### src/rtl/lane_train_pkg.sv
package lane_train_pkg;
  typedef enum logic [1:0] {SW_IDLE, SW_SETTLE, SW_SAMPLE} sweep_state_t;
  typedef enum logic {AL_IDLE, AL_TRY} align_state_t;
endpackage

### src/rtl/lane_rotator.sv
module lane_rotator #(
  parameter int WORD_W = 12,
  parameter int ROT_W  = 4
) (
  input  logic [WORD_W-1:0] din,
  input  logic [ROT_W-1:0]  amt,
  output logic [WORD_W-1:0] dout
);
  logic [2*WORD_W-1:0] dbl;
  logic [ROT_W-1:0]    amt_c;

  assign dbl   = {din, din};
  assign amt_c = (int'(amt) > WORD_W - 1) ? '0 : amt;

  for (genvar i = 0; i < WORD_W; i++) begin : g_bit
    assign dout[i] = dbl[i + WORD_W - int'(amt_c)];
  end
endmodule

### src/rtl/lane_tap_sweeper.sv
module lane_tap_sweeper
  import lane_train_pkg::*;
#(
  parameter int WORD_W       = 12,
  parameter int TAP_W        = 5,
  parameter int SETTLE_WORDS = 8,
  parameter int HALF_EYE     = 6
) (
  input  logic              clk,
  input  logic              rst_n,
  input  logic              start,
  input  logic              raw_valid,
  input  logic [WORD_W-1:0] raw_data,
  output logic [TAP_W-1:0]  tap_sel,
  output logic [TAP_W-1:0]  eye_start,
  output logic [TAP_W-1:0]  eye_mid,
  output logic              edge_found,
  output logic              done,
  output logic              busy
);
  localparam int TAP_MAX = (1 << TAP_W) - 1;
  localparam int CNT_W   = $clog2(SETTLE_WORDS + 1);

  sweep_state_t      state;
  logic [CNT_W-1:0]  settle_cnt;
  logic [WORD_W-1:0] prev_word;
  logic              first_tap;

  function automatic logic [TAP_W-1:0] mid_of(input logic [TAP_W-1:0] s);
    logic [TAP_W:0] sum;
    sum = {1'b0, s} + (TAP_W+1)'(HALF_EYE);
    if (sum > (TAP_W+1)'(TAP_MAX)) return TAP_W'(TAP_MAX);
    return sum[TAP_W-1:0];
  endfunction

  assign busy = (state != SW_IDLE);

  always_ff @(posedge clk or negedge rst_n) begin
    if (!rst_n) begin
      state      <= SW_IDLE;
      tap_sel    <= '0;
      eye_start  <= '0;
      eye_mid    <= '0;
      edge_found <= 1'b0;
      done       <= 1'b0;
      settle_cnt <= '0;
      prev_word  <= '0;
      first_tap  <= 1'b0;
    end else begin
      case (state)
        SW_IDLE: begin
          if (start) begin
            state      <= SW_SETTLE;
            tap_sel    <= '0;
            settle_cnt <= '0;
            first_tap  <= 1'b1;
            done       <= 1'b0;
            edge_found <= 1'b0;
          end
        end
        SW_SETTLE: begin
          if (raw_valid) begin
            if (settle_cnt == CNT_W'(SETTLE_WORDS - 1)) state <= SW_SAMPLE;
            settle_cnt <= settle_cnt + 1'b1;
          end
        end
        SW_SAMPLE: begin
          if (raw_valid) begin
            prev_word <= raw_data;
            if (!first_tap && raw_data != prev_word) begin
              eye_start  <= tap_sel;
              eye_mid    <= mid_of(tap_sel);
              tap_sel    <= mid_of(tap_sel);
              edge_found <= 1'b1;
              done       <= 1'b1;
              state      <= SW_IDLE;
            end else if (tap_sel == TAP_W'(TAP_MAX)) begin
              eye_start  <= '0;
              eye_mid    <= mid_of('0);
              tap_sel    <= mid_of('0);
              edge_found <= 1'b0;
              done       <= 1'b1;
              state      <= SW_IDLE;
            end else begin
              first_tap  <= 1'b0;
              tap_sel    <= tap_sel + 1'b1;
              settle_cnt <= '0;
              state      <= SW_SETTLE;
            end
          end
        end
        default: state <= SW_IDLE;
      endcase
    end
  end


  mid_not_below_start_chk: assert property (@(posedge clk) disable iff (!rst_n)
    done |-> eye_mid >= eye_start);

  park_at_mid_chk: assert property (@(posedge clk) disable iff (!rst_n)
    done |-> tap_sel == eye_mid);

  tap_single_step_chk: assert property (@(posedge clk) disable iff (!rst_n)
    (busy && $past(busy) && !$stable(tap_sel)) |-> tap_sel == $past(tap_sel) + 1'b1);

  no_edge_default_chk: assert property (@(posedge clk) disable iff (!rst_n)
    (done && !edge_found) |-> (eye_start == '0 && eye_mid == mid_of('0)));
endmodule

### src/rtl/lane_word_aligner.sv
module lane_word_aligner
  import lane_train_pkg::*;
#(
  parameter int WORD_W = 12,
  parameter int ROT_W  = 4
) (
  input  logic              clk,
  input  logic              rst_n,
  input  logic              start,
  input  logic              edge_ok,
  input  logic              raw_valid,
  input  logic [WORD_W-1:0] raw_data,
  input  logic [WORD_W-1:0] train_word,
  output logic [ROT_W-1:0]  rot_count,
  output logic              done,
  output logic              ok
);
  align_state_t      state;
  logic [ROT_W-1:0]  trial;
  logic [WORD_W-1:0] trial_word;

  lane_rotator #(.WORD_W(WORD_W), .ROT_W(ROT_W)) u_trial_rot (
    .din (raw_data),
    .amt (trial),
    .dout(trial_word)
  );

  always_ff @(posedge clk or negedge rst_n) begin
    if (!rst_n) begin
      state     <= AL_IDLE;
      trial     <= '0;
      rot_count <= '0;
      done      <= 1'b0;
      ok        <= 1'b0;
    end else begin
      case (state)
        AL_IDLE: begin
          if (start) begin
            state <= AL_TRY;
            trial <= '0;
            done  <= 1'b0;
            ok    <= 1'b0;
          end
        end
        AL_TRY: begin
          if (raw_valid) begin
            if (trial_word == train_word) begin
              rot_count <= trial;
              ok        <= edge_ok;
              done      <= 1'b1;
              state     <= AL_IDLE;
            end else if (trial == ROT_W'(WORD_W - 1)) begin
              rot_count <= '0;
              ok        <= 1'b0;
              done      <= 1'b1;
              state     <= AL_IDLE;
            end else begin
              trial <= trial + 1'b1;
            end
          end
        end
        default: state <= AL_IDLE;
      endcase
    end
  end


  rot_in_range_chk: assert property (@(posedge clk) disable iff (!rst_n)
    int'(rot_count) <= WORD_W - 1);

  ok_needs_done_chk: assert property (@(posedge clk) disable iff (!rst_n)
    ok |-> done);

  start_clears_done_chk: assert property (@(posedge clk) disable iff (!rst_n)
    (start && state == AL_IDLE) |=> (!done && !ok));
endmodule

### src/rtl/lane_out_stage.sv
module lane_out_stage #(
  parameter int WORD_W = 12,
  parameter int ROT_W  = 4
) (
  input  logic              clk,
  input  logic              rst_n,
  input  logic              enable,
  input  logic [ROT_W-1:0]  rot,
  input  logic              raw_valid,
  output logic              raw_ready,
  input  logic [WORD_W-1:0] raw_data,
  output logic              cal_valid,
  input  logic              cal_ready,
  output logic [WORD_W-1:0] cal_data
);
  logic [WORD_W-1:0] rotated;
  logic              accept;

  lane_rotator #(.WORD_W(WORD_W), .ROT_W(ROT_W)) u_out_rot (
    .din (raw_data),
    .amt (rot),
    .dout(rotated)
  );

  assign raw_ready = !enable || !cal_valid || cal_ready;
  assign accept    = enable && raw_valid && raw_ready;

  always_ff @(posedge clk or negedge rst_n) begin
    if (!rst_n) begin
      cal_valid <= 1'b0;
      cal_data  <= '0;
    end else if (!enable) begin
      cal_valid <= 1'b0;
    end else if (accept) begin
      cal_valid <= 1'b1;
      cal_data  <= rotated;
    end else if (cal_ready) begin
      cal_valid <= 1'b0;
    end
  end


  hold_under_stall_chk: assert property (@(posedge clk) disable iff (!rst_n)
    (cal_valid && !cal_ready && enable) |=> (!enable || (cal_valid && $stable(cal_data))));

  quiet_until_trained_chk: assert property (@(posedge clk) disable iff (!rst_n)
    !enable |=> !cal_valid);
endmodule

### src/rtl/lane_train_engine.sv
module lane_train_engine #(
  parameter int WORD_W       = 12,
  parameter int TAP_W        = 5,
  parameter int SETTLE_WORDS = 8,
  parameter int HALF_EYE     = 6,
  parameter int ROT_W        = $clog2(WORD_W)
) (
  input  logic              clk,
  input  logic              rst_n,
  input  logic [WORD_W-1:0] train_word,
  input  logic              bit_start,
  input  logic              word_start,
  input  logic              raw_valid,
  output logic              raw_ready,
  input  logic [WORD_W-1:0] raw_data,
  output logic [TAP_W-1:0]  tap_sel,
  output logic [TAP_W-1:0]  eye_start,
  output logic [TAP_W-1:0]  eye_mid,
  output logic [ROT_W-1:0]  rot_count,
  output logic              bit_done,
  output logic              word_done,
  output logic              ok,
  output logic              cal_valid,
  input  logic              cal_ready,
  output logic [WORD_W-1:0] cal_data
);
  logic edge_found;
  logic sweep_busy;
  logic trained;

  lane_tap_sweeper #(
    .WORD_W(WORD_W), .TAP_W(TAP_W),
    .SETTLE_WORDS(SETTLE_WORDS), .HALF_EYE(HALF_EYE)
  ) u_sweep (
    .clk       (clk),
    .rst_n     (rst_n),
    .start     (bit_start),
    .raw_valid (raw_valid),
    .raw_data  (raw_data),
    .tap_sel   (tap_sel),
    .eye_start (eye_start),
    .eye_mid   (eye_mid),
    .edge_found(edge_found),
    .done      (bit_done),
    .busy      (sweep_busy)
  );

  lane_word_aligner #(.WORD_W(WORD_W), .ROT_W(ROT_W)) u_align (
    .clk       (clk),
    .rst_n     (rst_n),
    .start     (word_start),
    .edge_ok   (edge_found),
    .raw_valid (raw_valid),
    .raw_data  (raw_data),
    .train_word(train_word),
    .rot_count (rot_count),
    .done      (word_done),
    .ok        (ok)
  );

  assign trained = ok && !sweep_busy && !bit_start && !word_start;

  lane_out_stage #(.WORD_W(WORD_W), .ROT_W(ROT_W)) u_out (
    .clk      (clk),
    .rst_n    (rst_n),
    .enable   (trained),
    .rot      (rot_count),
    .raw_valid(raw_valid),
    .raw_ready(raw_ready),
    .raw_data (raw_data),
    .cal_valid(cal_valid),
    .cal_ready(cal_ready),
    .cal_data (cal_data)
  );


  ready_while_untrained_chk: assert property (@(posedge clk) disable iff (!rst_n)
    !ok |-> raw_ready);
endmodule

### config.mk
export PLATFORM = sky130hd
export DESIGN_NAME = lane_train_engine
export DESIGN_NICKNAME = d
export VERILOG_FILES = /design/src/rtl/lane_train_pkg.sv /design/src/rtl/lane_rotator.sv /design/src/rtl/lane_tap_sweeper.sv /design/src/rtl/lane_word_aligner.sv /design/src/rtl/lane_out_stage.sv /design/src/rtl/lane_train_engine.sv
export SDC_FILE = /design/constraint.sdc
export NUM_CORES = 1
export LEC_CHECK = 0
export BUFFER_PORTS_ARGS = -buffer_cell sky130_fd_sc_hd__buf_2
export CORE_MARGIN = 2
export CORE_UTILIZATION = 30
export DETAILED_ROUTE_END_ITERATION = 12
export PLACE_DENSITY_LB_ADDON = 0.25
export RECOVER_POWER = 100
export SYNTH_ARGS = -nofsm -noshare
export SYNTH_HDL_FRONTEND = slang
export SYNTH_SLANG_ARGS = --single-unit
### constraint.sdc
create_clock -name clk -period 13.1 [get_ports clk]
set_input_delay 0 -clock clk [delete_from_list [all_inputs] [get_ports clk]]
set_output_delay 0 -clock clk [all_outputs]
set_load 0.05 [all_outputs]
**After elaboration in Yosys (flattened, before gate mapping)**

Index checks and enable logic that the tools add are counted.

- Add/subtract/negate cells: 28
- $lt $le $gt $ge: 27
- Equality and inequality tests: 20
- Muxes and demuxes: 140
- Bitwise operators: 1
- Reductions and logical operators: 31

Operator list:

| cell | number |
|---|---|
| 1-bit binary-select mux with 5-bit select | 24 |
| 6-bit by 7-bit < comparator with 1-bit output, second input constant | 16 |
| 5-bit by 4-bit subtractor with 6-bit output, first input constant | 16 |
| 1-bit two-way mux | 78 |
| 5-bit by 7-bit < comparator with 1-bit output, second input constant | 8 |
| 4-bit two-way mux | 13 |
| 5-bit two-way mux | 10 |
| 4-bit by 4-bit subtractor with 5-bit output, first input constant | 8 |
| 2-bit != test, second input constant | 9 |
| 12-bit == test | 1 |
| 12-bit != test | 1 |
| 1-bit case mux with 2 select lines | 6 |
| 4-bit case mux with 3 select lines | 1 |
| 3-bit AND reduction | 4 |
| 4-bit AND reduction | 3 |
| 2-bit two-way mux | 5 |
| 5-bit case mux with 2 select lines | 1 |
| 4-bit by 1-bit adder with 4-bit output, second input constant | 2 |
| 4-bit > comparator, second input constant | 2 |
| 4-bit case mux with 2 select lines | 1 |
| 2-bit nonzero test | 4 |
| 5-bit by 3-bit adder with 6-bit output, second input constant | 1 |
| 6-bit by 5-bit > comparator with 1-bit output, second input constant | 1 |
| 1-bit logical AND | 6 |
| 18 further kinds | 26 |

- Register bits after elaboration: 60
- Input bits: 30
- Output and inout port bits: 36

**Logic depth before layout (Yosys ltp)**

Gate-level depths: netlist of run 1.

- Depth after elaboration: 11
- Mapped depth: 18
- Mapped depth without buffers: 15

**Hierarchy**

From an unflattened synthesis of run 1, not the netlist that was laid out.

- Cells, all modules: 608
- Area, all modules: 6065.8 µm²

By module, submodules not included:

| module | instances | cells an instance | area each (µm²) | sequential area each (µm²) |
|---|---|---|---|---|
| lane_rotator | 2 | 159 | 1478.9 | 0.0 |
| lane_tap_sweeper | 1 | 195 | 1880.6 | 900.9 |
| lane_word_aligner | 1 | 63 | 654.4 | 275.3 |
| lane_out_stage | 1 | 31 | 558.0 | 325.3 |
| lane_train_engine | 1 | 1 | 15.0 | 0.0 |

**Worst setup path before layout of run 1**

No wires, ideal clock.

- Kind: register to register
- From: reg u_align.trial[2]
- To: reg u_align.ok
- Arrival time: 4.103 ns
- Path slack: 8.875 ns
- Cell stages (with the launch flop): 19
- Buffers on the path: 4
- Clock period less this slack: 4.225 ns
- Path through: dfrtp_1 ha_1 buf_2 nor2b_2 inv_2 buf_2 buf_2 ha_1 clkbuf_1 mux2i_1 mux2_2 or3_1 a31oi_1 o21ai_0 a22o_1 or4_4 nor2_8 o21bai_4 a32o_1

- Word-level cells in the longest chain between the ends: 10
- Elaborated cells on any way between the ends: 57
- Those cells by class: add/sub (12); order compare (1); eq/ne (3); mux (40); reduce/logical (1)

Ends and longest elaborated chain:

| element | RTL line | text |
|---|---|---|
| start: declaration | lane_word_aligner.sv:19 | `logic [ROT_W-1:0] trial;` |
| start signal: assignment | lane_word_aligner.sv:58 | `trial <= trial + 1'b1;` |
| 4-bit > comparator | lane_rotator.sv:13 | `assign amt_c = (int'(amt) > WORD_W - 1) ? '0 : amt;` |
| 4-bit two-way mux | lane_rotator.sv:13 |  |
| 5-bit by 4-bit subtractor with 6-bit output / 4-bit by 4-bit subtractor with 5-bit output (equally long branches) | lane_rotator.sv:16 | `assign dout[i] = dbl[i + WORD_W - int'(amt_c)];` |
| 1-bit binary-select mux with 5-bit select | lane_rotator.sv:16 |  |
| 1-bit two-way mux (implied by the code) (2 in a row) | lane_rotator.sv:16 |  |
| 12-bit == test | lane_word_aligner.sv:47 | `if (trial_word == train_word) begin` |
| 1-bit two-way mux | lane_word_aligner.sv:47 |  |
| 1-bit two-way mux | lane_word_aligner.sv:46 | `if (raw_valid) begin` |
| 1-bit case mux with 2 select lines | lane_word_aligner.sv:36 | `case (state)` |
| end signal: assignment | lane_word_aligner.sv:49 | `ok <= edge_ok;` |
| end: declaration | lane_word_aligner.sv:16 | `output logic ok` |

Parallel ways exist; a longest one is shown, timed or not. The select of a mux whose other input is x is not followed.
A chain may end at the register's enable or synchronous reset.

**Final worst setup path of run 1**

Same ends and word-level chain as after synthesis.

==> results of run 1 <==
==> registers in the layout, indices dropped and copies added (netlist names), 2 cells and up <==
signal	flops
u_sweep.tap_sel	5
u_sweep.state	2
u_align.trial	4
u_sweep.eye_mid	5
u_align.rot_count	4
u_sweep.eye_start	5
u_out.cal_data	12
u_sweep.prev_word	12
u_sweep.settle_cnt	4
==> worst paths after layout <==
| path | depth (start not counted) | slack, ns | end | start |
|---|---|---|---|---|
| max | 14 | 7.33 | u_align.ok$_DFFE_PN0P_ | u_align.trial[2]$_DFFE_PN0P_ |
| min | 2 | 0.1 | u_sweep.state[1]$_DFFE_PN0P_ | raw_valid |
| max reg2reg | 14 | 7.33 | u_align.ok$_DFFE_PN0P_ | u_align.trial[2]$_DFFE_PN0P_ |
| min reg2reg | 2 | 0.47 | u_sweep.eye_mid[0]$_DFFE_PN0P_ | u_sweep.eye_mid[0]$_DFFE_PN0P_ |
| max in group asynchronous | 3 | 9.91 | u_sweep.eye_start[4]$_DFFE_PN0P_ | rst_n |
| min in group asynchronous | 2 | 0.33 | u_out.cal_data[4]$_DFFE_PN0P_ | rst_n |
==> cells in the mapped netlist, types with 5 or more instances <==
| library cell | n | area [um^2] |
|---|---|---|
| o22ai_1 | 5 | 31.3 |
| nand3_1 | 13 | 65.1 |
| inv_1 | 21 | 78.8 |
| nor3_1 | 12 | 60.1 |
| a211oi_1 | 10 | 75.1 |
| mux2_2 | 25 | 282 |
| mux2i_1 | 56 | 561 |
| ha_1 | 22 | 275 |
| nor2b_1 | 13 | 81.3 |
| o32ai_1 | 11 | 96.3 |
| mux4_2 | 6 | 135 |
| xnor2_1 | 17 | 149 |
| o21ai_0 | 43 | 215 |
| nand2b_1 | 13 | 81.3 |
| xor2_1 | 30 | 263 |
| nor4_1 | 7 | 43.8 |
| nor2_1 | 39 | 146 |
| nand2_1 | 83 | 312 |
| a21oi_1 | 23 | 115 |
| a22o_1 | 14 | 123 |
| a31oi_1 | 11 | 68.8 |
| clkbuf_1 | 39 | 146 |
| dfrtp_1 | 60 | 1500 |
==> kinds of logic (layout without fill, tap and decap cells) <==
| family | Yosys count | after routing |
|---|---|---|
| AOI/OAI and AO/OA | 162 | 162 |
| xor gates and xnor gates | 47 | 47 |
| adders and majority gates | 22 | 22 |
| buffers and inverters | 74 | 109 |
| DFF | 60 | 60 |
| muxes | 87 | 87 |
| and+or+nand+nor | 220 | 220 |
==> power breakdown <==
| part | internal [mW] | switching [mW] | total [mW] | leakage, nW |
|---|---|---|---|---|
| Sequential | 0.213 | 0.0455 | 0.259 | 0.793 |
| Clock | 0.132 | 0.0868 | 0.219 | 0.138 |
| Combinational | 0.378 | 0.540 | 0.918 | 1.90 |
==> stage by stage <==
step / hold slack (ns) / utilization [%]
after floorplan: -0.296 / -
after global placement: -0.0566 / 32.7
after detailed placement: -0.0533 / 32.7
after CTS: 0.0889 / 34.4
after global routing: 0.119 / 33.9
final: 0.0986 / 33.9
==> critical path, stage by stage (launching register included) <==
cell and delay (ns):
dfrtp_1 0.48, ha_1 0.38, nor2b_1 0.70, inv_1 0.60
ha_1 0.65, mux2i_1 0.27, mux2i_1 0.16, mux2i_1 0.33
nor4_1 0.08, a311oi_1 0.29, nand4_1 0.19, or4_1 0.60
nor2_1 0.34, o21bai_1 0.26, a32o_1 0.30
==> per-layer routing <==
layer	up-vias	track usage, %	share of wire (%)
li1	2517	-	-
met3	12	3.30	5.2
met4	0	3.16	0.93
met1	2425	23.4	50
met2	127	24.2	43
met5	-	0	0
==> final cells by class <==
| cell class | instances | area, um^2 | share of cell area [%] |
|---|---|---|---|
| Clock inverter | 6 | 40.0 | 0.631 |
| Timing Repair Buffer | 69 | 313 | 4.93 |
| Clock buffer | 10 | 239 | 3.77 |
| Multi-Input combinational cell | 538 | 3870 | 60.9 |
| Sequential cell | 60 | 1500 | 23.7 |
| Tap cell | 234 | 293 | 4.61 |
| Inverter | 24 | 92.6 | 1.46 |
==> results.tsv, run 1 <==
stage	metric	value	unit
outcome	outcome	finished with violations	
outcome	violations	max-capacitance violations, max-slew violations	
cells_and_area	n_antenna_cell	0	
cells_and_area	fin_area	6350	um^2
routing	ant_nets	0	
timing	worst_pin_slew	2.52	ns
die	die-height	142	um
synthesis	synth-edff-count	0	
power	total_power	1.40	mW
run	max-cap-violations	1	
clocking	post_cts_buffers	0	
clocking	cts.sinks	60	
global_route	track_usage	15.9	%
setup_path	required	13.32	ns
synthesis	syn-num-nets	724	
routing	dr.first_iter.drc_count	377	
global_route	gr-total-overflow	0	
die	rows	50	
global_route	grt_pass1_wl	25800	um
cells_and_area	final_cell_mix	nand2_1 (83), dfrtp_1 (60), mux2i_1 (56)	
timing	final-setup-viol-count	0	
timing	max_clock_freq	173	MHz
setup_path	startpoint_type	register	
synthesis	ys_warn_count	0	
routing	wl	16100	um
cells_and_area	syn_to_final_growth	11.2	%
placed_design	dp_slack	8.35	ns
synthesis	synth_fa_ha_area_share	4.82	%
timing	period_share	44.1	%
global_route	grt_pass1_vias	4762	
synthesis	synthXorXnorAreaFrac	7.21	%
synthesis	async_reset_ff_share	100	%
routing	drc_errors	0	
placed_design	place_congestion	0.827	
synthesis	synth_mux_area_share	17.1	%
routing	routedWlPerCell	17.1	um
timing	final-hold-violation-count	0	
synthesis	synth_flop_cell	dfrtp_1	
clocking	numCtsBuffers	9	
clocking	hold_buffers	3	
setup_path	crit_type	reg -> reg	
timing	period_minus_slack	5.77	ns
synthesis	avgSynthCellArea	8.49	um^2
power	pwr_density_cell	220	nW/um^2
cells_and_area	n_fill_cell	1966	
cells_and_area	final_cell_count_no_fill	941	
power	peakVddDrop	0.0631	mV
die	initial_core_util	30.5	%
clocking	path_clk_slew	0.06	ns
die	core	18700	um^2
synthesis	synth_compound_area_share	19.9	%
clocking	clockRootBuffer	clkbuf_16	
synthesis	synth_seq_cells	60	
timing	fin_setup_tns	0	ns
timing	rsz0062_at_grt	false	
die	io_pins	66	
setup_path	arrival	5.99	ns
setup_path	worstSetupEndpointType	register	
synthesis	synthSimpleGateAreaFrac	19.4	%
die	die_w	142	um
synthesis	synthesis.area	5710	um^2
timing	skew	0.0114	ns
clocking	clk_latency	0.33	ns
cells_and_area	mostFrequentLayoutCell	nand2_1	
global_route	grt_max_degree	47	
clocking	cts_max_path_buffers	2	
routing	dr.pass1.iters	5	
power	p_leak	2.83	nW
cells_and_area	layout-drive-gt1-share	11.7	%
global_route	antenna_found_initial	0	
routing	avgViaCountPerCell	5.40	
synthesis	seq_area_frac_synth	26.3	%
timing	finalMaxSlewViolations	47	
timing	slew_headroom	-67.7	%
routing	num_vias	5081	
timing	worst_slack	7.33	ns
min_path	worst_hold_path_type	in -> reg	
placed_design	place_hpwl	11700	um
placed_design	placed_cells	922	
synthesis	synth_top_family_by_area	compound AO/OA/AOI/OAI gates	
synthesis	synth_cell_types	74	
die	die-area	20100	um^2
placed_design	placed_area	6130	um^2
clocking	cts_resized	0	
cells_and_area	final_nets	754	
placed_design	io_buffers	65	
clocking	cts_tree	built	
setup_path	worst-path-max-fanout	20	
clocking	htreeDepth	3	
synthesis	syn_inst	672	
Power figures use the tool's default switching activity.
==> inputs of run 2 (changes only) <==
Clock period 13.1 ns to 5.8 ns, I/O delays scaled along.
==> results.tsv, run 2 (synthesis results as in run 1) <==
stage	metric	value	unit	change
clocking	clockRootBuffer	clkbuf_16		unchanged
clocking	htreeDepth	3		unchanged
global_route	grt_max_degree	47		unchanged
power	sequentialPowerShare	18.0	%	was 18.5%
routing	avgViaCountPerCell	5.48		was 5.40
die	die_w	142	um	unchanged
cells_and_area	final_nets	755		was 754
cells_and_area	n_antenna_cell	0		unchanged
setup_path	crit_start	u_align.trial[2]$_DFFE_PN0P_		unchanged
setup_path	r2r_slack	0.74	ns	was 7.33 ns
clocking	clk_latency	0.33	ns	about the same
cells_and_area	mostFrequentLayoutCell	nand2_1		unchanged
cells_and_area	fin_area	6370	um^2	was 6350 um^2
placed_design	placed_area	6130	um^2	about the same
setup_path	crit_top_cell	mux2i_1		unchanged
timing	period_share	87.2	%	was 44.1%
global_route	grt_pass1_wl	25900	um	was 25,800 um
power	total_power	3.17	mW	was 1.40 mW
timing	final-setup-viol-count	0		unchanged
power	intPower	1.63	mW	was 723 uW
global_route	track_usage	16.0	%	was 15.9%
routing	routedWlPerCell	17.2	um	was 17.1 um
setup_path	required	6.01	ns	was 13.32 ns
power	pwr_density_cell	497	nW/um^2	was 220 nW/um^2
placed_design	place_hpwl	11800	um	was 11,700 um
power	comb_power_share	67.1	%	was 65.8%
outcome	outcome	finished with violations		unchanged
global_route	grt_pass1_vias	4783		was 4,762
clocking	cts.sinks	60		unchanged
timing	worst_slack	0.745	ns	was 7.33 ns
clocking	numCtsBuffers	9		unchanged
routing	num_vias	5153		was 5,081
outcome	violations	max-capacitance violations, max-slew violations		unchanged
power	clockPowerShare	14.9	%	was 15.7%
cells_and_area	syn_to_final_growth	11.6	%	was 11.2%
power	p_leak	2.85	nW	was 2.83 nW
setup_path	critPathMaxStageDelay	0.63	ns	was 0.70 ns
routing	dr.pass1.iters	5		unchanged
timing	fin_setup_tns	0	ns	unchanged
clocking	cts_max_path_buffers	2		unchanged
setup_path	r2r_start	u_align.trial[2]$_DFFE_PN0P_		unchanged
routing	wl	16200	um	was 16,100 um
setup_path	worst-path-max-fanout	20		unchanged
timing	timing.hold.ws	0.0906	ns	was 0.0986 ns
timing	skew	0.00685	ns	was 0.0114 ns
global_route	gr-total-overflow	0		unchanged
power	p_switching	1.54	mW	was 672 uW
die	rows	50		unchanged
clocking	post_cts_buffers	0		unchanged
setup_path	crit_chain	ha_1 -> nor2b_2 -> inv_1 -> ha_1 -> mux2i_1 -> mux2i_1 -> mux2i_1 -> nor4_1 -> a311oi_1 -> nand4_1 -> or4_4 -> nor2_8 -> o21bai_4 -> a32o_1		was ha_1 -> nor2b_1 -> inv_1 -> ha_1 -> mux2i_1 -> mux2i_1 -> mux2i_1 -> nor4_1 -> a311oi_1 -> nand4_1 -> or4_1 -> nor2_1 -> o21bai_1 -> a32o_1
timing	period_minus_slack	5.06	ns	was 5.77 ns
routing	drc_errors	0		unchanged
placed_design	io_buffers	65		unchanged
cells_and_area	final_cell_mix	nand2_1 (83), dfrtp_1 (60), mux2i_1 (56)		unchanged
setup_path	path_delay_family	simple AND/OR/NAND/NOR gates		unchanged
cells_and_area	top_regs	u_out.cal_data x12, u_sweep.prev_word x12		unchanged
setup_path	endpoint	u_align.ok$_DFFE_PN0P_		unchanged
setup_path	arrival	5.27	ns	was 5.99 ns
setup_path	cp_num_buf_inv	1		unchanged
die	die-height	142	um	unchanged
setup_path	r2r_cells	14		unchanged
setup_path	reg2reg_to	u_align.ok$_DFFE_PN0P_		unchanged
die	core	18700	um^2	unchanged
placed_design	dp_slack	1.08	ns	was 8.35 ns
cells_and_area	layout-drive-gt1-share	12.0	%	was 11.7%
die	die-area	20100	um^2	unchanged
power	peakVddDrop	0.179	mV	was 0.0631 mV
timing	finalMaxSlewViolations	47		unchanged
timing	final-hold-violation-count	0		unchanged
clocking	cts_tree	built		unchanged
setup_path	worstSetupEndpointType	register		unchanged
setup_path	slowest_stage	ha_1		was nor2b_1
setup_path	critical_path_depth	14		unchanged
die	initial_core_util	30.5	%	unchanged
min_path	worst_hold_path_type	in -> reg		unchanged
timing	max_clock_freq	198	MHz	was 173 MHz
clocking	cts_resized	0		unchanged
setup_path	startpoint_type	register		unchanged
timing	rsz0062_at_grt	false		unchanged
placed_design	place_congestion	0.843		was 0.827
setup_path	crit_type	reg -> reg		unchanged
global_route	antenna_found_initial	0		unchanged
routing	ant_nets	0		unchanged
power	swShare	48.6	%	was 48.2%
routing	dr.first_iter.drc_count	288		was 377
run	max-cap-violations	1		unchanged
die	io_pins	66		unchanged
clocking	path_clk_slew	0.05	ns	was 0.06 ns
cells_and_area	finish.utilization	34.0	%	was 33.9%
placed_design	placed_cells	923		was 922
timing	slew_headroom	-69.2	%	was -67.7%
timing	worst_pin_slew	2.54	ns	was 2.52 ns
cells_and_area	final_cell_count_no_fill	941		unchanged
## run 2: layer usage
| metal | vias up | GRT usage, % | wire length (um) |
|---|---|---|---|
| li1 | 2516 | - | - |
| met1 | 2486 | 23.0 | 7760 |
| met2 | 143 | 24.6 | 7320 |
| met3 | 8 | 3.67 | 943 |
| met4 | 0 | 3.63 | 142 |
| met5 | - | 0 | 0 |
## run 2: worst min path at each step
stage               startpoint                       endpoint  slack (ns)  cells after the start
floorplan                rst_n       u_align.done$_DFFE_PN0P_       -0.30                      0
CTS                  raw_valid   u_sweep.state[1]$_DFFE_PN0P_        0.09                      2
global route         bit_start    u_out.cal_valid$_DFFE_PN0P_        0.12                      4
finish               raw_valid   u_sweep.state[1]$_DFFE_PN0P_        0.09                      2
global placement         rst_n  u_out.cal_data[0]$_DFFE_PN0P_       -0.06                      1
detailed placement       rst_n  u_out.cal_data[0]$_DFFE_PN0P_       -0.06                      1
## run 2: timing repair
action / CTS / global route
hold buffers: 3 / 0
endpoints found under the setup margin: 0 / 0
endpoints found under the hold margin: 17 / 0
## run 2: cell type report
class / instances / area [um^2]
well taps: 234 / 293
flip-flops and latches: 60 / 1500
multi-input cells: 538 / 3900
inverters: 24 / 92.6
clock buffers: 10 / 229
repair buffers: 70 / 320
clock inverters: 5 / 30.0
fillers: 1938 / 12300
## run 2: worst register-to-register path, cell delays in order (launching register included)
cell and delay, ns:
dfrtp_1 0.48, ha_1 0.39, nor2b_2 0.46, inv_1 0.47, ha_1 0.64, mux2i_1 0.28
mux2i_1 0.16, mux2i_1 0.34, nor4_1 0.08, a311oi_1 0.28, nand4_1 0.21, or4_4 0.59
nor2_8 0.18, o21bai_4 0.12, a32o_1 0.26
## run 2: power by group through the flow
stage               combinational [mW]  clock, mW  sequential (mW)
floorplan                         1.68          0            0.566
global placement                  2.11          0            0.572
detailed placement                2.09          0            0.574
CTS                               2.10      0.488            0.567
global route                      2.32      0.507            0.580
finish                            2.13      0.471            0.569
==> inputs of run 3 (changes only) <==
--- a/config.mk
+++ b/config.mk
@@ -11,3 +11,3 @@
 export DETAILED_ROUTE_END_ITERATION = 12
-export PLACE_DENSITY_LB_ADDON = 0.25
+export PLACE_DENSITY = 0.52
 export RECOVER_POWER = 100
==> constraint.sdc (replaced) <==
create_clock -name clk -period 5.8 [get_ports clk]
set_input_delay 1.74 -clock clk [delete_from_list [all_inputs] [get_ports clk]]
set_output_delay 1.74 -clock clk [all_outputs]
set_load 0.05 [all_outputs]
==> results.tsv, run 3 (synthesis results as in run 1) <==
stage	metric	value	unit	change
outcome	outcome	finished with violations		unchanged
outcome	violations	max-capacitance violations, max-slew violations		unchanged
cells_and_area	final_nets	753		was 755
die	die-height	142	um	unchanged
min_path	worst_hold_path_type	reg -> reg		was in -> reg
timing	fin_setup_tns	0	ns	unchanged
power	p_switching	1.54	mW	about the same
power	p_leak	2.86	nW	was 2.85 nW
global_route	grt_max_degree	61		was 47
clocking	cts.sinks	60		unchanged
cells_and_area	mostFrequentLayoutCell	nand2_1		unchanged
cells_and_area	final_cell_mix	nand2_1 (83), dfrtp_1 (60), mux2i_1 (56)		unchanged
cells_and_area	top_regs	u_out.cal_data x12, u_sweep.prev_word x12		unchanged
timing	max_clock_freq	199	MHz	was 198 MHz
timing	final-hold-violation-count	0		unchanged
routing	num_vias	5158		was 5,153
die	rows	50		unchanged
routing	dr.pass1.iters	4		was 5
setup_path	worstSetupEndpointType	register		unchanged
power	sequentialPowerShare	16.7	%	was 18.0%
setup_path	startpoint_type	register		unchanged
timing	finalMaxSlewViolations	61		was 47
clocking	numCtsBuffers	9		unchanged
power	intPower	1.72	mW	was 1.63 mW
cells_and_area	layout-drive-gt1-share	12.2	%	was 12.0%
clocking	clockRootBuffer	clkbuf_16		unchanged
routing	dr.first_iter.drc_count	375		was 288
power	peakVddDrop	0.154	mV	was 0.179 mV
timing	period_share	86.4	%	was 87.2%
timing	period_minus_slack	5.01	ns	was 5.06 ns
power	comb_power_share	65.8	%	was 67.1%
global_route	grt_pass1_wl	26400	um	was 25,900 um
global_route	track_usage	16.3	%	was 16.0%
clocking	cts_max_path_buffers	2		unchanged
cells_and_area	syn_to_final_growth	12.1	%	was 11.6%
placed_design	place_hpwl	11800	um	about the same
die	die-area	20100	um^2	unchanged
run	max-cap-violations	1		unchanged
routing	wl	16000	um	was 16,200 um
global_route	antenna_found_initial	1		was 0
timing	rsz0062_at_grt	false		unchanged
routing	ant_nets	0		unchanged
setup_path	required	6.02	ns	was 6.01 ns
die	core	18700	um^2	unchanged
power	clockPowerShare	17.5	%	was 14.9%
cells_and_area	fin_area	6400	um^2	was 6370 um^2
clocking	post_cts_buffers	0		unchanged
timing	slew_headroom	-121	%	was -69.2%
timing	final-setup-viol-count	0		unchanged
die	initial_core_util	30.5	%	unchanged
clocking	path_clk_slew	0.05	ns	about the same
clocking	cts_tree	built		unchanged
clocking	hold_buffers	0		was 3
timing	skew	0.00673	ns	was 0.00685 ns
clocking	htreeDepth	3		unchanged
setup_path	arrival	5.23	ns	was 5.27 ns
setup_path	worst-path-max-fanout	20		unchanged
placed_design	place_congestion	0.871		was 0.843
power	swShare	47.2	%	was 48.6%
clocking	cts_resized	0		unchanged
power	pwr_density_cell	510	nW/um^2	was 497 nW/um^2
cells_and_area	n_antenna_cell	0		unchanged
clocking	clk_latency	0.33	ns	about the same
die	die_w	142	um	unchanged
routing	drc_errors	0		unchanged
routing	routedWlPerCell	17.1	um	was 17.2 um
timing	worst_pin_slew	3.32	ns	was 2.54 ns
die	io_pins	66		unchanged
setup_path	crit_type	reg -> reg		unchanged
global_route	gr-total-overflow	0		unchanged
routing	avgViaCountPerCell	5.49		was 5.48
global_route	grt_pass1_vias	4901		was 4,783
placed_design	placed_area	6140	um^2	was 6130 um^2
placed_design	io_buffers	65		unchanged
run 3: cell count changes in the layout (fill, tap and decap cells not counted), sizes merged:
| cell | delta |
|---|---|
| clkbuf | +2 |
| buf | -1 |
| clkinv | -1 |
| dlygate4sd3 | -3 |
| bufinv | +2 |
run 3: area by class of cell:
class | count | area (um^2)
Fill cell | 1937 | 12300
Multi-Input combinational cell | 538 | 3900
Sequential cell | 60 | 1500
Timing Repair Buffer | 68 | 295
Tap cell | 234 | 293
Clock buffer | 10 | 229
Inverter | 24 | 92.6
Clock inverter | 6 | 88.8
run 3: final timing paths:
kind | startpoint | end | slack [ns] | cells after the start
setup reg to reg | u_align.trial[2]$_DFFE_PN0P_ | u_align.ok$_DFFE_PN0P_ | 0.79 | 14
max in group asynchronous | rst_n | u_out.cal_data[1]$_DFFE_PN0P_ | 1.31 | 2
hold / removal | u_out.cal_data[7]$_DFFE_PN0P_ | u_out.cal_data[7]$_DFFE_PN0P_ | 0.47 | 2
min in group asynchronous | rst_n | u_out.cal_data[10]$_DFFE_PN0P_ | 2.62 | 2
hold reg to reg | u_out.cal_data[7]$_DFFE_PN0P_ | u_out.cal_data[7]$_DFFE_PN0P_ | 0.47 | 2
setup / recovery | u_align.trial[2]$_DFFE_PN0P_ | u_align.ok$_DFFE_PN0P_ | 0.79 | 14
run 3: power groups by stage:
stage          Clock, mW  Combinational (mW)  Sequential [mW]
2_1_floorplan          0                1.68            0.566
3_3_place_gp           0                2.15            0.550
3_5_place_dp           0                2.13            0.551
4_1_cts            0.589                2.14            0.544
5_1_grt            0.611                2.37            0.558
6_report           0.573                2.15            0.546
run 3: stage by stage:
stage | cells | power [mW] | setup WS, ns | util, % | hold slack, ns
4_1_cts | 940 | 3.27 | 1.01 | 34.5 | 0.477
3_5_place_dp | 924 | 2.68 | 1.03 | 32.8 | 0.462
6_report | 940 | 3.27 | 0.787 | 34.2 | 0.472
3_3_place_gp | 924 | 2.70 | 1.15 | 32.8 | 0.453
5_1_grt | 940 | 3.54 | 0.395 | 34.2 | 0.493
2_1_floorplan | 672 | 2.25 | 1.48 | - | 0.460
run 3: layer usage:
metal	up-vias	track usage (%)	wire [um]
met4	0	3.11	216
met2	129	25.0	7120
met5	-	0	0
li1	2522	-	-
met1	2488	23.5	7920
met3	19	3.80	791
run 3: worst max-delay path, stage by stage, from the launching register on:
cell and delay, ns:
dfrtp_1 0.48, ha_1 0.39, nor2b_2 0.46, inv_1 0.47
ha_1 0.62, mux2i_1 0.27, mux2i_1 0.15, mux2i_1 0.33
nor4_1 0.08, a311oi_1 0.30, nand4_1 0.21, or4_4 0.58
nor2_8 0.18, o21bai_4 0.12, a32o_1 0.25
